`src/rtl/smbh_pkg.sv`:
```
`timescale 1ns/1ps
package smbh_pkg;
  typedef enum logic [2:0] {
    K_IDLE, K_START, K_BYTE, K_RSTART, K_STOP
  } seg_kind_e;

  localparam logic [2:0] OFF_STATUS = 3'd0;
  localparam logic [2:0] OFF_CTL    = 3'd2;
  localparam logic [2:0] OFF_CMD    = 3'd3;
  localparam logic [2:0] OFF_TGT    = 3'd4;
  localparam logic [2:0] OFF_DATA0  = 3'd5;

  localparam int          CTL_GO_BIT      = 6;
  localparam logic [2:0]  PROTO_BYTE_DATA = 3'b010;

  // Segment order: write = START,B,B,B,STOP ; read = START,B,B,RSTART,B,B(rx),STOP
  function automatic seg_kind_e kind_of(input logic [2:0] s, input logic rd);
    if (s == 3'd0)                   return K_START;
    if (s == (rd ? 3'd6 : 3'd4))     return K_STOP;
    if (rd && s == 3'd3)             return K_RSTART;
    return K_BYTE;
  endfunction

  function automatic logic [7:0] byte_for(input logic [2:0] s, input logic [7:0] tgt,
                                          input logic [7:0] cmd, input logic [7:0] wd);
    case (s)
      3'd1:    return {tgt[7:1], 1'b0};
      3'd2:    return cmd;
      3'd3:    return wd;
      3'd4:    return {tgt[7:1], 1'b1};
      default: return 8'h00;
    endcase
  endfunction
endpackage

```
`src/rtl/smbh_qdiv.sv`:
```
`timescale 1ns/1ps
module smbh_qdiv #(
  parameter int QTR_CYC = 4
) (
  input  logic clk,
  input  logic rst_n,
  input  logic run,
  output logic tick
);
  localparam int CW = (QTR_CYC > 1) ? $clog2(QTR_CYC) : 1;
  logic [CW-1:0] cnt_q;

  always_ff @(posedge clk) begin
    if (!rst_n || !run) begin
      cnt_q <= '0;
      tick  <= 1'b0;
    end else if (cnt_q == CW'(QTR_CYC - 1)) begin
      cnt_q <= '0;
      tick  <= 1'b1;
    end else begin
      cnt_q <= cnt_q + 1'b1;
      tick  <= 1'b0;
    end
  end

  // ticks are spaced, never back to back
  a_r12_tick_spacing: assert property (@(posedge clk) disable iff (!rst_n)
    tick |=> !tick);
endmodule

```
`src/rtl/smbh_regs.sv`:
```
`timescale 1ns/1ps
module smbh_regs import smbh_pkg::*; #(
  parameter int AW = 16
) (
  input  logic          clk,
  input  logic          rst_n,
  input  logic [AW-1:0] cfg_base,
  input  logic [AW-1:0] io_addr,
  input  logic          io_wr,
  input  logic [7:0]    io_wdata,
  output logic [7:0]    io_rdata,
  input  logic          busy_i,
  input  logic          fin_done,
  input  logic          fin_nack,
  input  logic          fin_fault,
  input  logic          rx_load,
  input  logic [7:0]    rx_data,
  output logic          go,
  output logic [7:0]    tgt_q,
  output logic [7:0]    cmd_q,
  output logic [7:0]    data0_q
);
  logic [AW-1:0] off;
  logic          hit;
  logic [2:0]    sel;
  logic [2:0]    proto_q;
  logic          st_done, st_nack, st_fault;
  logic          wr_st, wr_ctl, wr_cmd, wr_tgt, wr_d0;

  assign off    = io_addr - cfg_base;
  assign hit    = (off[AW-1:3] == '0);
  assign sel    = off[2:0];
  assign wr_st  = io_wr && hit && sel == OFF_STATUS;
  assign wr_ctl = io_wr && hit && sel == OFF_CTL   && !busy_i;
  assign wr_cmd = io_wr && hit && sel == OFF_CMD   && !busy_i;
  assign wr_tgt = io_wr && hit && sel == OFF_TGT   && !busy_i;
  assign wr_d0  = io_wr && hit && sel == OFF_DATA0 && !busy_i;
  assign go     = wr_ctl && io_wdata[CTL_GO_BIT] && io_wdata[4:2] == PROTO_BYTE_DATA;

  always_ff @(posedge clk) begin
    if (!rst_n) begin
      proto_q <= '0; cmd_q <= '0; tgt_q <= '0; data0_q <= '0;
      st_done <= 1'b0; st_nack <= 1'b0; st_fault <= 1'b0;
    end else begin
      if (wr_ctl) proto_q <= io_wdata[4:2];
      if (wr_cmd) cmd_q   <= io_wdata;
      if (wr_tgt) tgt_q   <= io_wdata;
      if (rx_load)    data0_q <= rx_data;
      else if (wr_d0) data0_q <= io_wdata;
      // result bits: set wins over a same-cycle clear
      st_done  <= fin_done  || (st_done  && !(wr_st && io_wdata[1]));
      st_nack  <= fin_nack  || (st_nack  && !(wr_st && io_wdata[2]));
      st_fault <= fin_fault || (st_fault && !(wr_st && io_wdata[3]));
    end
  end

  always_comb begin
    io_rdata = 8'h00;
    if (hit) begin
      case (sel)
        OFF_STATUS: io_rdata = {4'b0000, st_fault, st_nack, st_done, busy_i};
        OFF_CTL:    io_rdata = {3'b000, proto_q, 2'b00};
        OFF_CMD:    io_rdata = cmd_q;
        OFF_TGT:    io_rdata = tgt_q;
        OFF_DATA0:  io_rdata = data0_q;
        default:    io_rdata = 8'h00;
      endcase
    end
  end

  // settings frozen while a transfer runs
  a_r6_frozen_when_busy: assert property (@(posedge clk) disable iff (!rst_n)
    busy_i |=> ($stable(tgt_q) && $stable(cmd_q) && $stable(proto_q)));
  // a result is only reported as the transfer stops being busy
  a_r9_result_ends_busy: assert property (@(posedge clk) disable iff (!rst_n)
    (fin_done || fin_nack || fin_fault) |-> !busy_i);
  // received data only lands on a successful completion
  a_r8_load_with_done: assert property (@(posedge clk) disable iff (!rst_n)
    rx_load |-> fin_done);
endmodule

```
`src/rtl/smbh_engine.sv`:
```
`timescale 1ns/1ps
module smbh_engine import smbh_pkg::*; #(
  parameter int TO_CYC = 200
) (
  input  logic       clk,
  input  logic       rst_n,
  input  logic       tick,
  input  logic       go,
  input  logic [7:0] tgt,
  input  logic [7:0] cmd,
  input  logic [7:0] wdata,
  input  logic       scl_in,
  input  logic       sda_in,
  output logic       busy_o,
  output logic       fin_done,
  output logic       fin_nack,
  output logic       fin_fault,
  output logic       rx_load,
  output logic [7:0] rx_data,
  output logic       scl_low_o,
  output logic       sda_low_o
);
  localparam int TW = $clog2(TO_CYC + 1);

  seg_kind_e   kind_q;
  logic [2:0]  seg_q;
  logic [1:0]  q_q;
  logic [3:0]  bi_q;
  logic [7:0]  sh_q, rx_q;
  logic        rd_q, nack_q;
  logic [TW-1:0] wait_q;
  logic        scl_rel, sda_rel, is_rx, hold, step, timeout, coll, ack_miss, sample;

  assign busy_o  = (kind_q != K_IDLE);
  assign is_rx   = rd_q && seg_q == 3'd5;
  assign hold    = (q_q == 2'd1) && !scl_in;
  assign timeout = busy_o && hold && wait_q == TW'(TO_CYC - 1);
  assign step    = tick && busy_o && !hold;
  assign sample  = step && kind_q == K_BYTE && q_q == 2'd1;
  assign coll    = sample && !is_rx && bi_q != 4'd8 && sh_q[7] && !sda_in;
  assign ack_miss = sample && !is_rx && bi_q == 4'd8 && sda_in;
  assign rx_data = rx_q;

  always_comb begin
    scl_rel = 1'b1;
    sda_rel = 1'b1;
    case (kind_q)
      K_START:  begin sda_rel = (q_q == 2'd0);  scl_rel = (q_q <= 2'd1); end
      K_RSTART: begin sda_rel = (q_q <= 2'd1);  scl_rel = (q_q == 2'd1 || q_q == 2'd2); end
      K_STOP:   begin sda_rel = (q_q >= 2'd2);  scl_rel = (q_q != 2'd0); end
      K_BYTE:   begin
        sda_rel = (is_rx || bi_q == 4'd8) ? 1'b1 : sh_q[7];
        scl_rel = (q_q == 2'd1 || q_q == 2'd2);
      end
      default: ;
    endcase
  end

  always_ff @(posedge clk) begin
    if (!rst_n) begin
      kind_q <= K_IDLE; seg_q <= '0; q_q <= '0; bi_q <= '0;
      sh_q <= '0; rx_q <= '0; rd_q <= 1'b0; nack_q <= 1'b0; wait_q <= '0;
      fin_done <= 1'b0; fin_nack <= 1'b0; fin_fault <= 1'b0; rx_load <= 1'b0;
      scl_low_o <= 1'b0; sda_low_o <= 1'b0;
    end else begin
      fin_done <= 1'b0; fin_nack <= 1'b0; fin_fault <= 1'b0; rx_load <= 1'b0;
      scl_low_o <= !scl_rel;
      sda_low_o <= !sda_rel;
      wait_q <= (busy_o && hold) ? wait_q + 1'b1 : '0;
      if (!busy_o) begin
        if (go) begin
          kind_q <= K_START; seg_q <= '0; q_q <= '0; bi_q <= '0;
          nack_q <= 1'b0; rd_q <= tgt[0];
        end
      end else if (timeout || coll) begin
        kind_q    <= K_IDLE;
        fin_fault <= 1'b1;
      end else if (step) begin
        if (ack_miss) nack_q <= 1'b1;
        if (sample && is_rx && bi_q != 4'd8) rx_q <= {rx_q[6:0], sda_in};
        if (q_q != 2'd3) begin
          q_q <= q_q + 1'b1;
        end else if (kind_q == K_BYTE && bi_q != 4'd8) begin
          bi_q <= bi_q + 1'b1;
          q_q  <= '0;
          if (!is_rx) sh_q <= {sh_q[6:0], 1'b0};
        end else if (kind_q == K_STOP) begin
          kind_q <= K_IDLE;
          if (nack_q) fin_nack <= 1'b1;
          else begin
            fin_done <= 1'b1;
            rx_load  <= rd_q;
          end
        end else if (nack_q) begin
          kind_q <= K_STOP;
          q_q    <= '0;
        end else begin
          seg_q  <= seg_q + 1'b1;
          kind_q <= kind_of(seg_q + 1'b1, rd_q);
          sh_q   <= byte_for(seg_q + 1'b1, tgt, cmd, wdata);
          bi_q   <= '0;
          q_q    <= '0;
        end
      end
    end
  end

  // a start only reaches an idle sequencer
  a_r5_go_only_idle: assert property (@(posedge clk) disable iff (!rst_n)
    go |-> !busy_o);
  // one result per transfer
  a_r3_single_result: assert property (@(posedge clk) disable iff (!rst_n)
    $onehot0({fin_done, fin_nack, fin_fault}));
  // an idle controller leaves both lines released
  a_r10_idle_released: assert property (@(posedge clk) disable iff (!rst_n)
    (!busy_o && $past(!busy_o)) |-> (!scl_low_o && !sda_low_o));
  // a stalled SCL never waits past the limit
  a_r11_wait_bounded: assert property (@(posedge clk) disable iff (!rst_n)
    busy_o |-> (wait_q < TW'(TO_CYC)));
endmodule

```
`src/rtl/smbus_host_ctrl.sv`:
```
`timescale 1ns/1ps
module smbus_host_ctrl #(
  parameter int AW      = 16,
  parameter int QTR_CYC = 4,
  parameter int TO_CYC  = 200
) (
  input  logic          clk,
  input  logic          rst_n,
  input  logic [AW-1:0] cfg_base,
  input  logic [AW-1:0] io_addr,
  input  logic          io_wr,
  input  logic [7:0]    io_wdata,
  output logic [7:0]    io_rdata,
  input  logic          scl_in,
  input  logic          sda_in,
  output logic          scl_low,
  output logic          sda_low
);
  logic       busy, go, tick;
  logic       fin_done, fin_nack, fin_fault, rx_load;
  logic [7:0] rx_data, tgt, cmd, data0;

  smbh_regs #(.AW(AW)) u_regs (
    .clk(clk), .rst_n(rst_n), .cfg_base(cfg_base), .io_addr(io_addr),
    .io_wr(io_wr), .io_wdata(io_wdata), .io_rdata(io_rdata),
    .busy_i(busy), .fin_done(fin_done), .fin_nack(fin_nack), .fin_fault(fin_fault),
    .rx_load(rx_load), .rx_data(rx_data), .go(go),
    .tgt_q(tgt), .cmd_q(cmd), .data0_q(data0)
  );

  smbh_qdiv #(.QTR_CYC(QTR_CYC)) u_qdiv (
    .clk(clk), .rst_n(rst_n), .run(busy), .tick(tick)
  );

  smbh_engine #(.TO_CYC(TO_CYC)) u_engine (
    .clk(clk), .rst_n(rst_n), .tick(tick), .go(go),
    .tgt(tgt), .cmd(cmd), .wdata(data0),
    .scl_in(scl_in), .sda_in(sda_in), .busy_o(busy),
    .fin_done(fin_done), .fin_nack(fin_nack), .fin_fault(fin_fault),
    .rx_load(rx_load), .rx_data(rx_data),
    .scl_low_o(scl_low), .sda_low_o(sda_low)
  );
endmodule

```
`config.mk`:
```
export PLATFORM = sky130hd
export DESIGN_NAME = smbus_host_ctrl
export DESIGN_NICKNAME = d
export VERILOG_FILES = /design/src/rtl/smbh_pkg.sv /design/src/rtl/smbh_qdiv.sv /design/src/rtl/smbh_regs.sv /design/src/rtl/smbh_engine.sv /design/src/rtl/smbus_host_ctrl.sv
export SDC_FILE = /design/constraint.sdc
export NUM_CORES = 1
export LEC_CHECK = 0
export BUFFER_PORTS_ARGS = -buffer_cell sky130_fd_sc_hd__buf_4
export CAP_MARGIN = 30
export CELL_PAD_IN_SITES_DETAIL_PLACEMENT = 2
export CELL_PAD_IN_SITES_GLOBAL_PLACEMENT = 2
export CORE_ASPECT_RATIO = 0.8
export CORE_MARGIN = 1.5
export CORE_UTILIZATION = 35
export CTS_BUF_LIST = sky130_fd_sc_hd__clkbuf_8
export DETAILED_ROUTE_END_ITERATION = 7
export PLACE_DENSITY = 0.84
export SLEW_MARGIN = 10
export SYNTH_ARGS = -nofsm -noshare
export SYNTH_HDL_FRONTEND = slang
export SYNTH_SLANG_ARGS = --single-unit
export TNS_END_PERCENT = 5
```
`constraint.sdc`:
```
create_clock -name clk -period 6.2 [get_ports clk]
set_clock_uncertainty 0.1 [all_clocks]
set_input_delay 0 -clock clk [delete_from_list [all_inputs] [get_ports clk]]
set_output_delay 0 -clock clk [all_outputs]
set_load 0.005 [all_outputs]
```
# Word-level counts from Yosys, hierarchy flattened
# Cells that the tools add are included.
# word_totals
elab_cells,241
in_bits,45
out_inout_bits,10
reg_bits,77
# classes
n_mux,89
n_eq_ne,38
reduce_logical,76
bitwise_logic,6
magnitude_cmp,2
addsub,6
# ops
operator,n
$mux 3,22
$mux 8,7
$mux 1,40
$pmux 8 s5,1
$logic_and 1x1->1,36
$mux 4,8
$pmux 8 s4,1
$eq 3x2->1 const B,7
$ne 2x2->1 const B,10
$mux 2,8
$reduce_and 4->1,4
$sub 16x16->16,1
$eq 3x3->1 const B,5
$ne 3x3->1 const B,5
$reduce_and 7->1,2
$logic_not 13->1,1
$logic_not 1->1,11
$add 8x1->8 const B,1
$eq 8x8->1 const B,1
$ne 4x4->1 const B,2
$reduce_or 8->1,1
$logic_or 1x1->1,7
$reduce_or 7->1,1
$eq 3x1->1 const B,2
20 further kinds,33

# Depth between registers and ports, before layout
# Gate-level depths: netlist of run 1.
# logic_depth
depth_word,43
depth_mapped,14
mapped_depth_nobuf,12

# Hierarchy
# A second synthesis of run 1 with hierarchy kept.
# hier_totals
cells_unflattened,662
area_unflattened_um2,5210.0
# by_module_without_submodules
module,instances,cells_per_inst,seq_area_each_um2,area_per_inst_um2
smbh_regs,1,377,600.6,2687.6
smbh_engine,1,278,880.8,2419.8
smbh_qdiv,1,7,60.1,102.6

# Least setup slack after synthesis of run 1
# Ideal clock, no wire load.
# synth_timing
path_kind,input to register
startpoint,input port cfg_base[4]
endpoint,register u_regs.tgt_q[2]
setup_time_ns,0.119
stages,12
required_time_ns,5.981
path_buffers,1
arrival_ns,2.867
setup_slack_ns,3.114
cell_sequence,inv_1 > ha_1 > and2_4 > a221oi_4 > a21oi_2 > or3_1 > a2111o_1 > nor4_4 > nand3_2 > or3_1 > buf_6 > mux2i_1
# synth_between
elab_chain_len,5
# synth_lines
element,line_no,text
"start, declared",smbus_host_ctrl.sv:9,"input logic [AW-1:0] cfg_base,"
$sub 16x16->16,smbh_regs.sv:30,assign off = io_addr - cfg_base;
$logic_not 13->1,smbh_regs.sv:31,assign hit = (off[AW-1:3] == '0);
$logic_and 1x1->1 (3 in a row),smbh_regs.sv:36,assign wr_tgt = io_wr && hit && sel == OFF_TGT && !busy_i;
"end signal, assigned",smbh_regs.sv:47,if (wr_tgt) tgt_q <= io_wdata;
"end, declared",smbh_regs.sv:19,"output logic [7:0] tgt_q,"
# No other way between the ends.
# A chain may end at the register's enable or synchronous reset.

# Worst setup path after layout of run 1
# layout_timing
startpoint,input port cfg_base[0]
endpoint,register u_engine.seg_q[1]
# layout_between
elab_chain_len,9
word_cells_on_any_way,10
cone_classes,add/sub (1); eq/ne (1); reduce/logical (8)
# layout_lines
element,line_no,text
$sub 16x16->16 (*),smbh_regs.sv:30,
$logic_not 13->1,smbh_regs.sv:31,
$logic_and 1x1->1,smbh_regs.sv:34,assign wr_ctl = io_wr && hit && sel == OFF_CTL && !busy_i;
$logic_and 1x1->1 (*) (2 in a row),smbh_regs.sv:34,
$logic_and 1x1->1 (*) (2 in a row),smbh_regs.sv:38,assign go = wr_ctl && io_wdata[CTL_GO_BIT] && io_wdata[4:2] == PROTO_BYTE_DATA;
$reduce_bool 2->1 (no source line) (*),n/a,
$reduce_and 7->1 (no source line) (*),n/a,
"end signal, assigned",smbh_engine.sv:98,seg_q <= seg_q + 1'b1;
"end, declared",smbh_engine.sv:26,logic [2:0] seg_q;
# Every way passes the cells marked *; elsewhere a longest branch is shown, timed or not.

==> summary.md, run 1 <==
| Metric | Value |
|---|---|
| Num Clock Sinks | `77` |
| Largest net degree at the start of global routing | `51` |
| Yosys warns | `0` |
| Worst path bufs/invs | `1` |
| Synth Area per Inst | `7.80 um2` |
| Top cells by area, synth | `dfxtp_1 (31%), mux2i_1 (10%), ha_1 (7.5%)` |
| Clk slew on worst S/H paths | `approximately 80 ps` |
| Num CTS Buffers | `9` |
| Crit path kind | `in -> reg` |
| Critical path, cell by cell | `buf_4 > ha_1 > fa_1 > nand2b_1 > a211oi_1 > nor2_1 > xnor2_1 > a2111o_1 > nor4_4 > nand3_1 > a21oi_1 > mux2i_1` |
| CTS tree | `done` |
| Startpoint types | `primary input` |
| Synth async-reset ratio | `0` |
| Worst slew margin | `0.469` |
| Setup crit end kind | `flip-flop` |
| Multi-input gate area | `0.00323 mm2` |
| Pleak | `0.00236 uW` |
| Die height | `between 100 and 150 um` |
| Post-Synthesis Cells | `between 600 and 700` |
| Sequential share of the synthesized area | `0.306` |
| Fin util | `0.429` |
| Endpoints failing hold | `0` |
| Core footprint | `0.0138 mm2` |
| Largest buffer count on any clock path | `2` |
| DR top layer | `met4` |
| Setup_tns | `0 ps` |
| WL/cell | `20.1 um` |
| Io pins | `55` |
| GRT Total Usage | `0.246` |
| Latest clock arrival within the worst-skew pair | `370 ps` |
| Slowest CP cell | `a211oi_1` |
| CTS root buffer | `clkbuf_8` |
| Drt first pass iters | `4` |
| Status | `finished, final reports clean` |
| Tightest Hold Check Type | `in -> reg` |
| Routed WL | `approximately 18000 um` |
| Die width | `137 um` |
| Cell taking the most area after synthesis | `dfxtp_1` |
| Pre-CTS WS | `~2300 ps` |
| Setup-failing EPs final | `0` |
| Design Area, Final | `around 0.0059 mm2` |
| CP top delay family | `compound AO/OA/AOI/OAI gates` |
| Most common flop cell mapped by yosys | `dfxtp_1` |
| Seq cells post-synth | `77` |
| Post-synthesis cell type count | `65` |
| Fillers | `1569` |
| GP Congestion | `between 0.8 and 0.9` |
| Remaining Overflow, GRT | `0` |
| Final HPWL DP | `between 10000 and 15000 um` |
| Critical Path AT | `3800 ps` |
| Post-synth top area share | `0.306` |
| DRC Markers | `0` |
| Worst Max-Slew Pin Slew | `793 ps` |
| Final worst-path cycle share | `0.584` |
| Max VDD drop | `0.141 mV` |
| Diode count | `0` |
| Row cnt | `38` |
| Area delta synth->final | `17.5%` |
| Post-Syn Area | `0.00503 mm2` |
| Layout cell share with drive strength beyond 1 | `0.116` |
| Required time worst endpoint | `6380 ps` |
| Syn nets | `721` |
| Vias in the first global route | `between 5000 and 6000` |
| Tmin final | `between 3000 and 4000 ps` |
| Input/output buffers | `54` |
| Min Hold Slack | `44.6 ps` |
| Post_cts resized | `0` |
| Reg area | `0.00154 mm2` |
| Routed vias/inst | `between 5 and 6` |
| Slack of the critical path | `~2600 ps` |
| Placed cell areas | `about 0.0056 mm2` |
| Max Clk Rate | `~280 MHz` |
| Antenna viol nets, final | `0` |
| Slowest Stage Delay on Critical Path | `570 ps` |
| Final #Nets | `772` |
| CP Max Fanout | `8` |
| First-pass GRT wire length | `28900 um` |
| Initial Utilization | `0.365` |
| DIE AREA | `0.0151 mm2` |
| Max-slew violation count | `0` |
| DRT met1 WL | `8080 um` |
| RSZ-0062 raised after global routing | `no` |
| PwrDens | `220 mW/mm2` |
| Post-synth EDFFs | `0` |
| Met3 wire len | `619 um` |
| MaxCap Viol Count | `0` |
| H-tree Lvls | `3` |
| Via count | `5010` |
| Starting DRT DRC Count | `about 160` |
| Antenna violations before repair | `0` |
| Routed wl met2 | `8800 um` |
-- power by group --
group / switching [uW] / internal [uW] / total, uW
combinational: 231 / 133 / 364
clock: 193 / 222 / 415
sequential: 17.3 / 506 / 523
-- cell families (layout without fill, tap and decap cells) --
kind of cell,Yosys count,after routing,share of synthesized area
AND/OR/NAND/NOR,259,259,0.247
AO/OA/AOI/OAI,144,144,0.183
flip-flops,77,77,0.306
buffers and inverters,65,121,0.0520
multiplexers,52,52,0.103
adder cells (fa/ha/maj),31,31,0.0786
XOR/XNOR,17,17,0.0296
-- final cells by class --
cell class,count,share of cell area
multi-input cells,503,0.546
flip-flops and latches,77,0.261
repair buffers,70,0.0978
well taps,180,0.0381
inverters,35,0.0222
clock buffers,9,0.0210
clock inverters,7,0.0140
-- layout by cell type, fill, tap and decap left out, drive strengths merged, types with 10 or more instances in the layout --
cell type	Yosys	routed
nor3b	10	10
o21ai	28	28
dfxtp	77	77
nor3	20	20
mux2i	52	52
nor2	88	88
a21oi	53	53
ha	30	30
inv	34	36
nand3	21	21
dlygate4sd3	0	10
nand2	69	69
buf	6	60
-- registers in the layout, indices dropped and copies added, names as in the netlist, 2 cells and up --
name / flops
u_engine.q_q: 2
u_regs.proto_q: 3
u_regs.tgt_q: 8
u_engine.sh_q: 8
u_engine.bi_q: 4
u_regs.data0_q: 8
u_engine.rx_data: 8
u_qdiv.cnt_q: 2
u_regs.cmd_q: 8
u_engine.kind_q: 3
u_engine.wait_q: 8
u_engine.seg_q: 3
-- worst register-to-register path, cell delays in order, from the launching register on --
cell	delay [ps]
dfxtp_1	450
or3_1	570
nand3_1	150
nor3_1	50
a41oi_1	330
nand4_1	450
or3_1	750
a211oi_1	330
a211oi_1	80
-- path summary, 6_finish.rpt --
path / endpoint / startpoint / cells past startpoint / slack, ps
setup / recovery: u_engine.seg_q[1]$_SDFFE_PN0P_ / cfg_base[0] / 12 / 2580
hold / removal: u_engine.sda_low_o$_SDFF_PN0_ / rst_n / 2 / 40
setup reg to reg: u_engine.sh_q[7]$_SDFFE_PN0P_ / u_engine.kind_q[1]$_SDFFE_PN0P_ / 8 / 2820
hold reg to reg: u_qdiv.cnt_q[0]$_SDFF_PP0_ / u_qdiv.cnt_q[0]$_SDFF_PP0_ / 1 / 330
-- per-layer routing --
metal | track usage | up-vias
met3 | 0.0425 | 20
met4 | 0.0511 | 0
li1 | - | 2383
met5 | 0 | -
met2 | 0.444 | 80
met1 | 0.309 | 2527
-- stage by stage --
stage	power [uW]	instances
finish	1300	881
global placement	867	853
global route	1370	881
floorplan	760	645
detailed placement	887	854
CTS	1310	880
-- synthesized netlist by cell type, drive strengths merged (3+ instances only) --
library cell and count:
a211oi 7, a21o 8, a21oi 53, a22o 3, a22oi 7, a31oi 6, and2 4, and3 8
buf 6, clkbuf 24, dfxtp 77, ha 30, inv 34, mux2i 52, nand2 69, nand2b 6
nand3 21, nand4 5, nor2 88, nor2b 4, nor3 20, nor3b 10, nor4 4, nor4bb 4
o211ai 6, o21a 4, o21ai 28, or3 8, xnor2 8, xor2 9
-- timing repair --
action | in CTS | in global routing
endpoints found under the hold margin | 30 | 0
hold buffers | 10 | 0
buffers inserted | 0 | 0
Note: power is estimated with default switching activity, not from simulation.
==> run 2: changes to the inputs <==
- ABC_AREA: unset -> 1
- CORE_UTILIZATION: 35 -> 30
- PLACE_DENSITY: 0.84 -> 0.82
- clock period: 6.2 -> 3 ns (I/O delays scaled with it)
==> summary.md, run 2 <==
| Metric | Value |
|---|---|
| Post-synth top area share | `0.298 (-0.00801)` |
| WL/cell | `16.5 um (-18%)` |
| Crit path kind | `reg -> reg` |
| Post-synth EDFFs | `0 (unchanged)` |
| Commonest non-fill, non-tap cell in the layout | `nand2_1` |
| MaxCap Viol Count | `0 (unchanged)` |
| Routed vias/inst | `4.92 (-14%)` |
| Via count | `5497 (+9.7%)` |
| Max-slew violation count | `0 (unchanged)` |
| DRC Markers | `0 (unchanged)` |
| Die width | `150 um (+9.2%)` |
| RR Endpoint | `u_engine.sh_q[6]$_SDFFE_PN0P_` |
| Critical Path AT | `2980 ps (-820 ps)` |
| Vias in the first global route | `6003 (+8.5%)` |
| Tightest Hold Check Type | `in -> reg` |
| Post-synthesis cell type count | `44 (-32%)` |
| Row cnt | `42 (+11%)` |
| Routed WL | `18500 um (+4.6%)` |
| Setup-failing EPs final | `0 (unchanged)` |
| Top cells by area, synth | `dfxtp_1 (30%), nand2_1 (15%), inv_1 (11%)` |
| Most common flop cell mapped by yosys | `dfxtp_1` |
| Drt first pass iters | `4 (unchanged)` |
| Yosys warns | `0 (unchanged)` |
| First-pass GRT wire length | `30600 um (+6.0%)` |
| Input/output buffers | `54 (unchanged)` |
| Synth Area per Inst | `6.26 um2 (-20%)` |
| Latest clock arrival within the worst-skew pair | `380 ps (about the same)` |
| Placed cell areas | `0.00585 mm2 (+4.7%)` |
| Design Area, Final | `0.00619 mm2 (+4.7%)` |
| Num CTS Buffers | `9 (unchanged)` |
| Antenna viol nets, final | `0 (unchanged)` |
| Synth async-reset ratio | `0 (unchanged)` |
| Post-Synthesis Cells | `826 (+28%)` |
| Pleak | `0.00294 uW (+25%)` |
| Largest buffer count on any clock path | `2 (unchanged)` |
| Layout cell share with drive strength beyond 1 | `0.108 (-0.00753)` |
| DIE AREA | `0.0180 mm2 (+19%)` |
| Starting DRT DRC Count | `271 (+66%)` |
| Slowest CP cell | `dfxtp_1` |
| Seq cells post-synth | `77 (unchanged)` |
| Worst path bufs/invs | `5 (+4)` |
| Reg-to-reg slack, setup | `220 ps (-2600 ps)` |
| Io pins | `55 (unchanged)` |
| Max Clk Rate | `~360 MHz` |
| Setup_tns | `0 ps (unchanged)` |
| Sequential share of the synthesized area | `0.298 (-0.00801)` |
| Final worst-path cycle share | `0.925` |
| Total design power | `2340 uW (+79%)` |
| Reg2Reg Launch Point | `u_engine.q_q[1]$_SDFFE_PN0P_` |
| Status | `finished, final reports clean` |
| CTS root buffer | `clkbuf_8` |
| Max VDD drop | `0.182 mV (+30%)` |
| Area delta synth->final | `19.7%` |
| H-tree Lvls | `3 (unchanged)` |
| Slowest Stage Delay on Critical Path | `450 ps (-120 ps)` |
| Worst slew margin | `0.476 (+0.00631)` |
| Core footprint | `0.0167 mm2 (+21%)` |
| Critical Path Source | `u_engine.q_q[1]$_SDFFE_PN0P_` |
| Top-count cell post-synth | `nand2_1` |
| Endpoints failing hold | `0 (unchanged)` |
| CTS tree | `done` |
| PwrDens | `378 mW/mm2 (+71%)` |
| Num Clock Sinks | `77 (unchanged)` |
| Diode count | `0 (unchanged)` |
| Syn nets | `902 (+25%)` |
| Setup crit end kind | `flip-flop` |
| GP Congestion | `0.820 (-3.0%)` |
| Critical path, cell by cell | `inv_1 > ha_1 > inv_1 > nor2_1 > nor2_1 > nand2_1 > nor2_1 > nand3_1 > inv_1 > nand4_1 > nand2_1 > inv_1 > nand2_1 > nor2_2 > inv_1 > o21ai_0 > a21oi_1` |
| Largest net degree at the start of global routing | `54 (+5.9%)` |
| Critical Path End | `u_engine.sh_q[6]$_SDFFE_PN0P_` |
| CP top delay family | `simple AND/OR/NAND/NOR gates` |
| Tmin final | `2780 ps` |
| GRT Total Usage | `0.216 (-0.0297)` |
| Clk slew on worst S/H paths | `90 ps (about the same)` |
| Startpoint types | `flip-flop` |
| Cell taking the most area after synthesis | `dfxtp_1` |
| Post-Syn Area | `0.00517 mm2 (+2.7%)` |
| Most used cell, CP | `inv_1` |
| Antenna violations before repair | `0 (unchanged)` |
| RSZ-0062 raised after global routing | `no` |
| Final #Nets | `969 (+26%)` |
| Leading cell types in the layout, fill and taps excluded | `nand2_1 (201), inv_1 (155), nor2_1 (114), dfxtp_1 (77), buf_4 (64)` |
| Crit. path cell count | `17 (+5)` |
| Die height | `120 um (+9.2%)` |
| Synth cell count leaders | `nand2_1 (201), inv_1 (155), nor2_1 (114), dfxtp_1 (77), a21oi_1 (60)` |
| CP Max Fanout | `8 (unchanged)` |
| Final HPWL DP | `14500 um (+7.8%)` |
| Initial Utilization | `0.309 (-0.0557)` |
| Remaining Overflow, GRT | `0 (unchanged)` |
| Required time worst endpoint | `3200 ps (-3180 ps)` |
| Reg2Reg Depth | `17 (+9)` |
| Worst Max-Slew Pin Slew | `782 ps (-10.7 ps)` |
## run 2: cell families after synthesis
kind of cell,count (synthesis),share of synthesized area
compound gates,138,0.151
xor+xnor,7,0.0119
fa+ha+maj,31,0.0765
buf+inv,175,0.131
flops,77,0.298
simple gates,398,0.332
## run 2: report_power, final
part	internal [uW]	switching (uW)	total [uW]
registers	1020	0.0251	1020
clock network	516	427	942
logic	141	232	372
## run 2: worst min path at each step
stage / cells after the start / endpoint / slack (ps) / start
after floorplan: 2 / u_regs.cmd_q[0]$_SDFFE_PN0P_ / 30 / io_wdata[0]
after global placement: 3 / u_regs.tgt_q[6]$_SDFFE_PN0P_ / 160 / io_wdata[6]
after detailed placement: 3 / u_regs.cmd_q[1]$_SDFFE_PN0P_ / 180 / io_wdata[1]
after CTS: 6 / u_engine.fin_fault$_SDFF_PN0_ / 50 / scl_in
after global routing: 3 / u_regs.st_nack$_SDFF_PN0_ / 60 / rst_n
final: 4 / u_engine.wait_q[1]$_SDFF_PN0_ / 40 / scl_in
## run 2: per-stage QoR
step	hold WS (ps)	utilization	std cells	setup WS [ps]
floorplan	34.9	-	826	813
global placement	161	0.350	1092	255
detailed placement	177	0.350	1092	187
CTS	46.0	0.370	1118	228
global route	63.4	0.370	1118	40.6
finish	38.4	0.370	1118	224
## run 2: per-layer routing
layer / share of wire / GRT usage
met5: 0 / 0
met4: 0.015 / 0.0588
met3: 0.036 / 0.0370
met2: 0.43 / 0.338
met1: 0.52 / 0.306
## run 2: layout make-up
class	instances	area (um2)
Inverter	156	586
Timing Repair Buffer	75	601
Sequential cell	77	1540
Clock buffer	11	151
Clock inverter	5	81.3
Multi-Input combinational cell	574	2950
Tap cell	220	275
Fill cell	2107	10500
## run 2: what timing repair did
item / CTS / global route
setup buffers: 0 / 0
hold buffers: 10 / 0
endpoints found under the hold margin: 30 / 0
resized for setup: 0 / 0
## run 2: tightest hold or removal path, delay by kind of cell
kind                   cells  cell delay (ps)
buffers and inverters      1               70
and+or+nand+nor            3              390
==> run 3: changes to the inputs <==
- CORE_MARGIN: 1.5 -> 8
==> summary.md, run 3 (same netlist as run 2, synthesis figures left out) <==
| Metric | Value |
|---|---|
| Endpoints failing hold | `0 (unchanged)` |
| Antenna viol nets, final | `0 (unchanged)` |
| Worst Max-Slew Pin Slew | `742 ps (-40.2 ps)` |
| Routed vias/inst | `4.90 (-0.30%)` |
| Fillers | `2114 (+0.33%)` |
| Most used cell, CP | `nor2_1` |
| GP Congestion | `0.781 (-4.7%)` |
| MaxCap Viol Count | `0 (unchanged)` |
| Setup-failing EPs final | `0 (unchanged)` |
| CP Max Fanout | `8 (unchanged)` |
| Final HPWL DP | `14400 um (-0.28%)` |
| First-pass GRT wire length | `30400 um (-0.72%)` |
| Latest clock arrival within the worst-skew pair | `380 ps (about the same)` |
| Largest buffer count on any clock path | `2 (unchanged)` |
| Setup Buffers After CTS | `0 (unchanged)` |
| Max Clk Rate | `362 MHz (+0.38%)` |
| Io pins | `55 (unchanged)` |
| DIE AREA | `0.0217 mm2 (+20%)` |
| Pleak | `0.00295 uW (+0.43%)` |
| WL/cell | `16.7 um (+0.69%)` |
| Final worst-path cycle share | `0.922 (-0.00346)` |
| Status | `finished, final reports clean` |
| Die width | `163 um (+8.7%)` |
| Worst slew margin | `0.503 (+0.0270)` |
| Vias in the first global route | `5788 (-3.6%)` |
| Commonest non-fill, non-tap cell in the layout | `nand2_1` |
| Die height | `133 um (+11%)` |
| Initial Utilization | `0.302 (-0.00719)` |
| RSZ-0062 raised after global routing | `no` |
| Placed cell areas | `0.00585 mm2 (about the same)` |
| Tmin final | `2770 ps (-10.4 ps)` |
| Diode count | `0 (unchanged)` |
| CTS tree | `done` |
| Slowest CP cell | `fa_1` |
| DRC Markers | `0 (unchanged)` |
| Antenna violations before repair | `0 (unchanged)` |
| Starting DRT DRC Count | `200 (-26%)` |
| Num CTS Buffers | `9 (unchanged)` |
| Required time worst endpoint | `2900 ps (-300 ps)` |
| Routed WL | `18700 um (+0.96%)` |
| Num Clock Sinks | `77 (unchanged)` |
| CTS root buffer | `clkbuf_8` |
| Setup_tns | `0 ps (unchanged)` |
| Max VDD drop | `0.156 mV (-15%)` |
| Setup crit end kind | `primary output` |
| Crit path kind | `in -> out` |
| H-tree Lvls | `3 (unchanged)` |
| Input/output buffers | `54 (unchanged)` |
| Worst path bufs/invs | `3 (-2)` |
| Largest net degree at the start of global routing | `54 (unchanged)` |
| Final #Nets | `968 (-0.10%)` |
| Layout cell share with drive strength beyond 1 | `0.106 (-0.00199)` |
| Via count | `5495 (-0.036%)` |
| Core footprint | `0.0171 mm2 (+2.4%)` |
| Row cnt | `43 (+2.4%)` |
| Drt first pass iters | `4 (unchanged)` |
| Clk slew on worst S/H paths | `80 ps (about the same)` |
| Remaining Overflow, GRT | `0 (unchanged)` |
| Leading cell types in the layout, fill and taps excluded | `nand2_1 (201), inv_1 (155), nor2_1 (114), dfxtp_1 (77), buf_4 (63)` |
| Design Area, Final | `0.00621 mm2 (+0.44%)` |
| GRT Total Usage | `0.175 (-0.0415)` |
| PwrDens | `395 mW/mm2 (+4.6%)` |
| Tightest Hold Check Type | `in -> reg` |
| Slowest Stage Delay on Critical Path | `430 ps (-20 ps)` |
| Critical Path AT | `2670 ps (-310 ps)` |
| Max-slew violation count | `0 (unchanged)` |
| Area delta synth->final | `20.3%` |
| CP top delay family | `simple AND/OR/NAND/NOR gates` |
| Critical path, cell by cell | `buf_4 > ha_1 > fa_1 > nor2_1 > nor2_1 > nor2_1 > nor2_1 > nand2_1 > nand2_1 > nor2_1 > nand3_1 > nor2_1 > o31ai_1 > buf_4 > a31oi_1 > buf_4` |
| Startpoint types | `primary input` |
-- run 3: cell count changes in the layout (fill, tap and decap cells not counted) --
cell        change
buf_4           -1
bufinv_16       +2
clkbuf_8        -1
clkinv_2        -1
clkinvlp_4      -1
inv_2           +1
inv_6           -1
-- run 3: power breakdown --
part           internal (uW)  total, uW  switching (uW)  leakage, uW
registers               1020       1020          0.0250     0.000620
logic                    140        372             231      0.00220
clock network            652       1060             408     0.000134
total                   1810       2450             639      0.00295
-- run 3: worst reg2reg max path, delay by kind of cell, from the launching register on --
family	cells	cell delay, ps
and+or+nand+nor	10	1090
AOI/OAI and AO/OA	1	150
DFF	1	450
buffers and inverters	5	530
adders and majority gates	1	190
-- run 3: layout make-up --
cell class	count	area, um2	share of cell area
Tap cell	225	282	0.0453
Clock buffer	10	138	0.0221
Timing Repair Buffer	74	593	0.0954
Inverter	156	586	0.0942
Multi-Input combinational cell	574	2950	0.475
Sequential cell	77	1540	0.248
Clock inverter	5	124	0.0199
-- run 3: metrics by stage --
step | worst slack, ps | hold slack (ps) | util | power (uW) | std cells
after floorplan | 813 | 34.9 | - | 1260 | 826
after global placement | 243 | 154 | 0.342 | 1400 | 1096
after detailed placement | 148 | 161 | 0.342 | 1410 | 1096
after CTS | 254 | 32.4 | 0.363 | 2480 | 1121
after global routing | 17.9 | 32.7 | 0.363 | 2570 | 1121
final | 234 | 32.1 | 0.363 | 2450 | 1121
-- run 3: per-layer routing --
layer  global-route usage  routed length [um]
met1                0.240                9520
met3               0.0315                 643
met4               0.0493                 304
met5                    0                   0
met2                0.274                8210
-- run 3: what timing repair did --
action / in CTS / in global routing
setup endpoints to repair: 0 / 1
resized for setup: 0 / 1
hold buffers: 10 / 0
hold endpoints to repair: 28 / 0
-- run 3: path summary, 6_finish.rpt --
check,from,endpoint,slack [ps],cells past startpoint
max,cfg_base[0],io_rdata[0],230,16
min,scl_in,u_engine.wait_q[1]$_SDFF_PN0_,30,4
max reg2reg,u_engine.q_q[1]$_SDFFE_PN0P_,u_engine.sh_q[2]$_SDFFE_PN0P_,380,17
min reg2reg,u_qdiv.cnt_q[0]$_SDFF_PP0_,u_qdiv.cnt_q[0]$_SDFF_PP0_,330,1
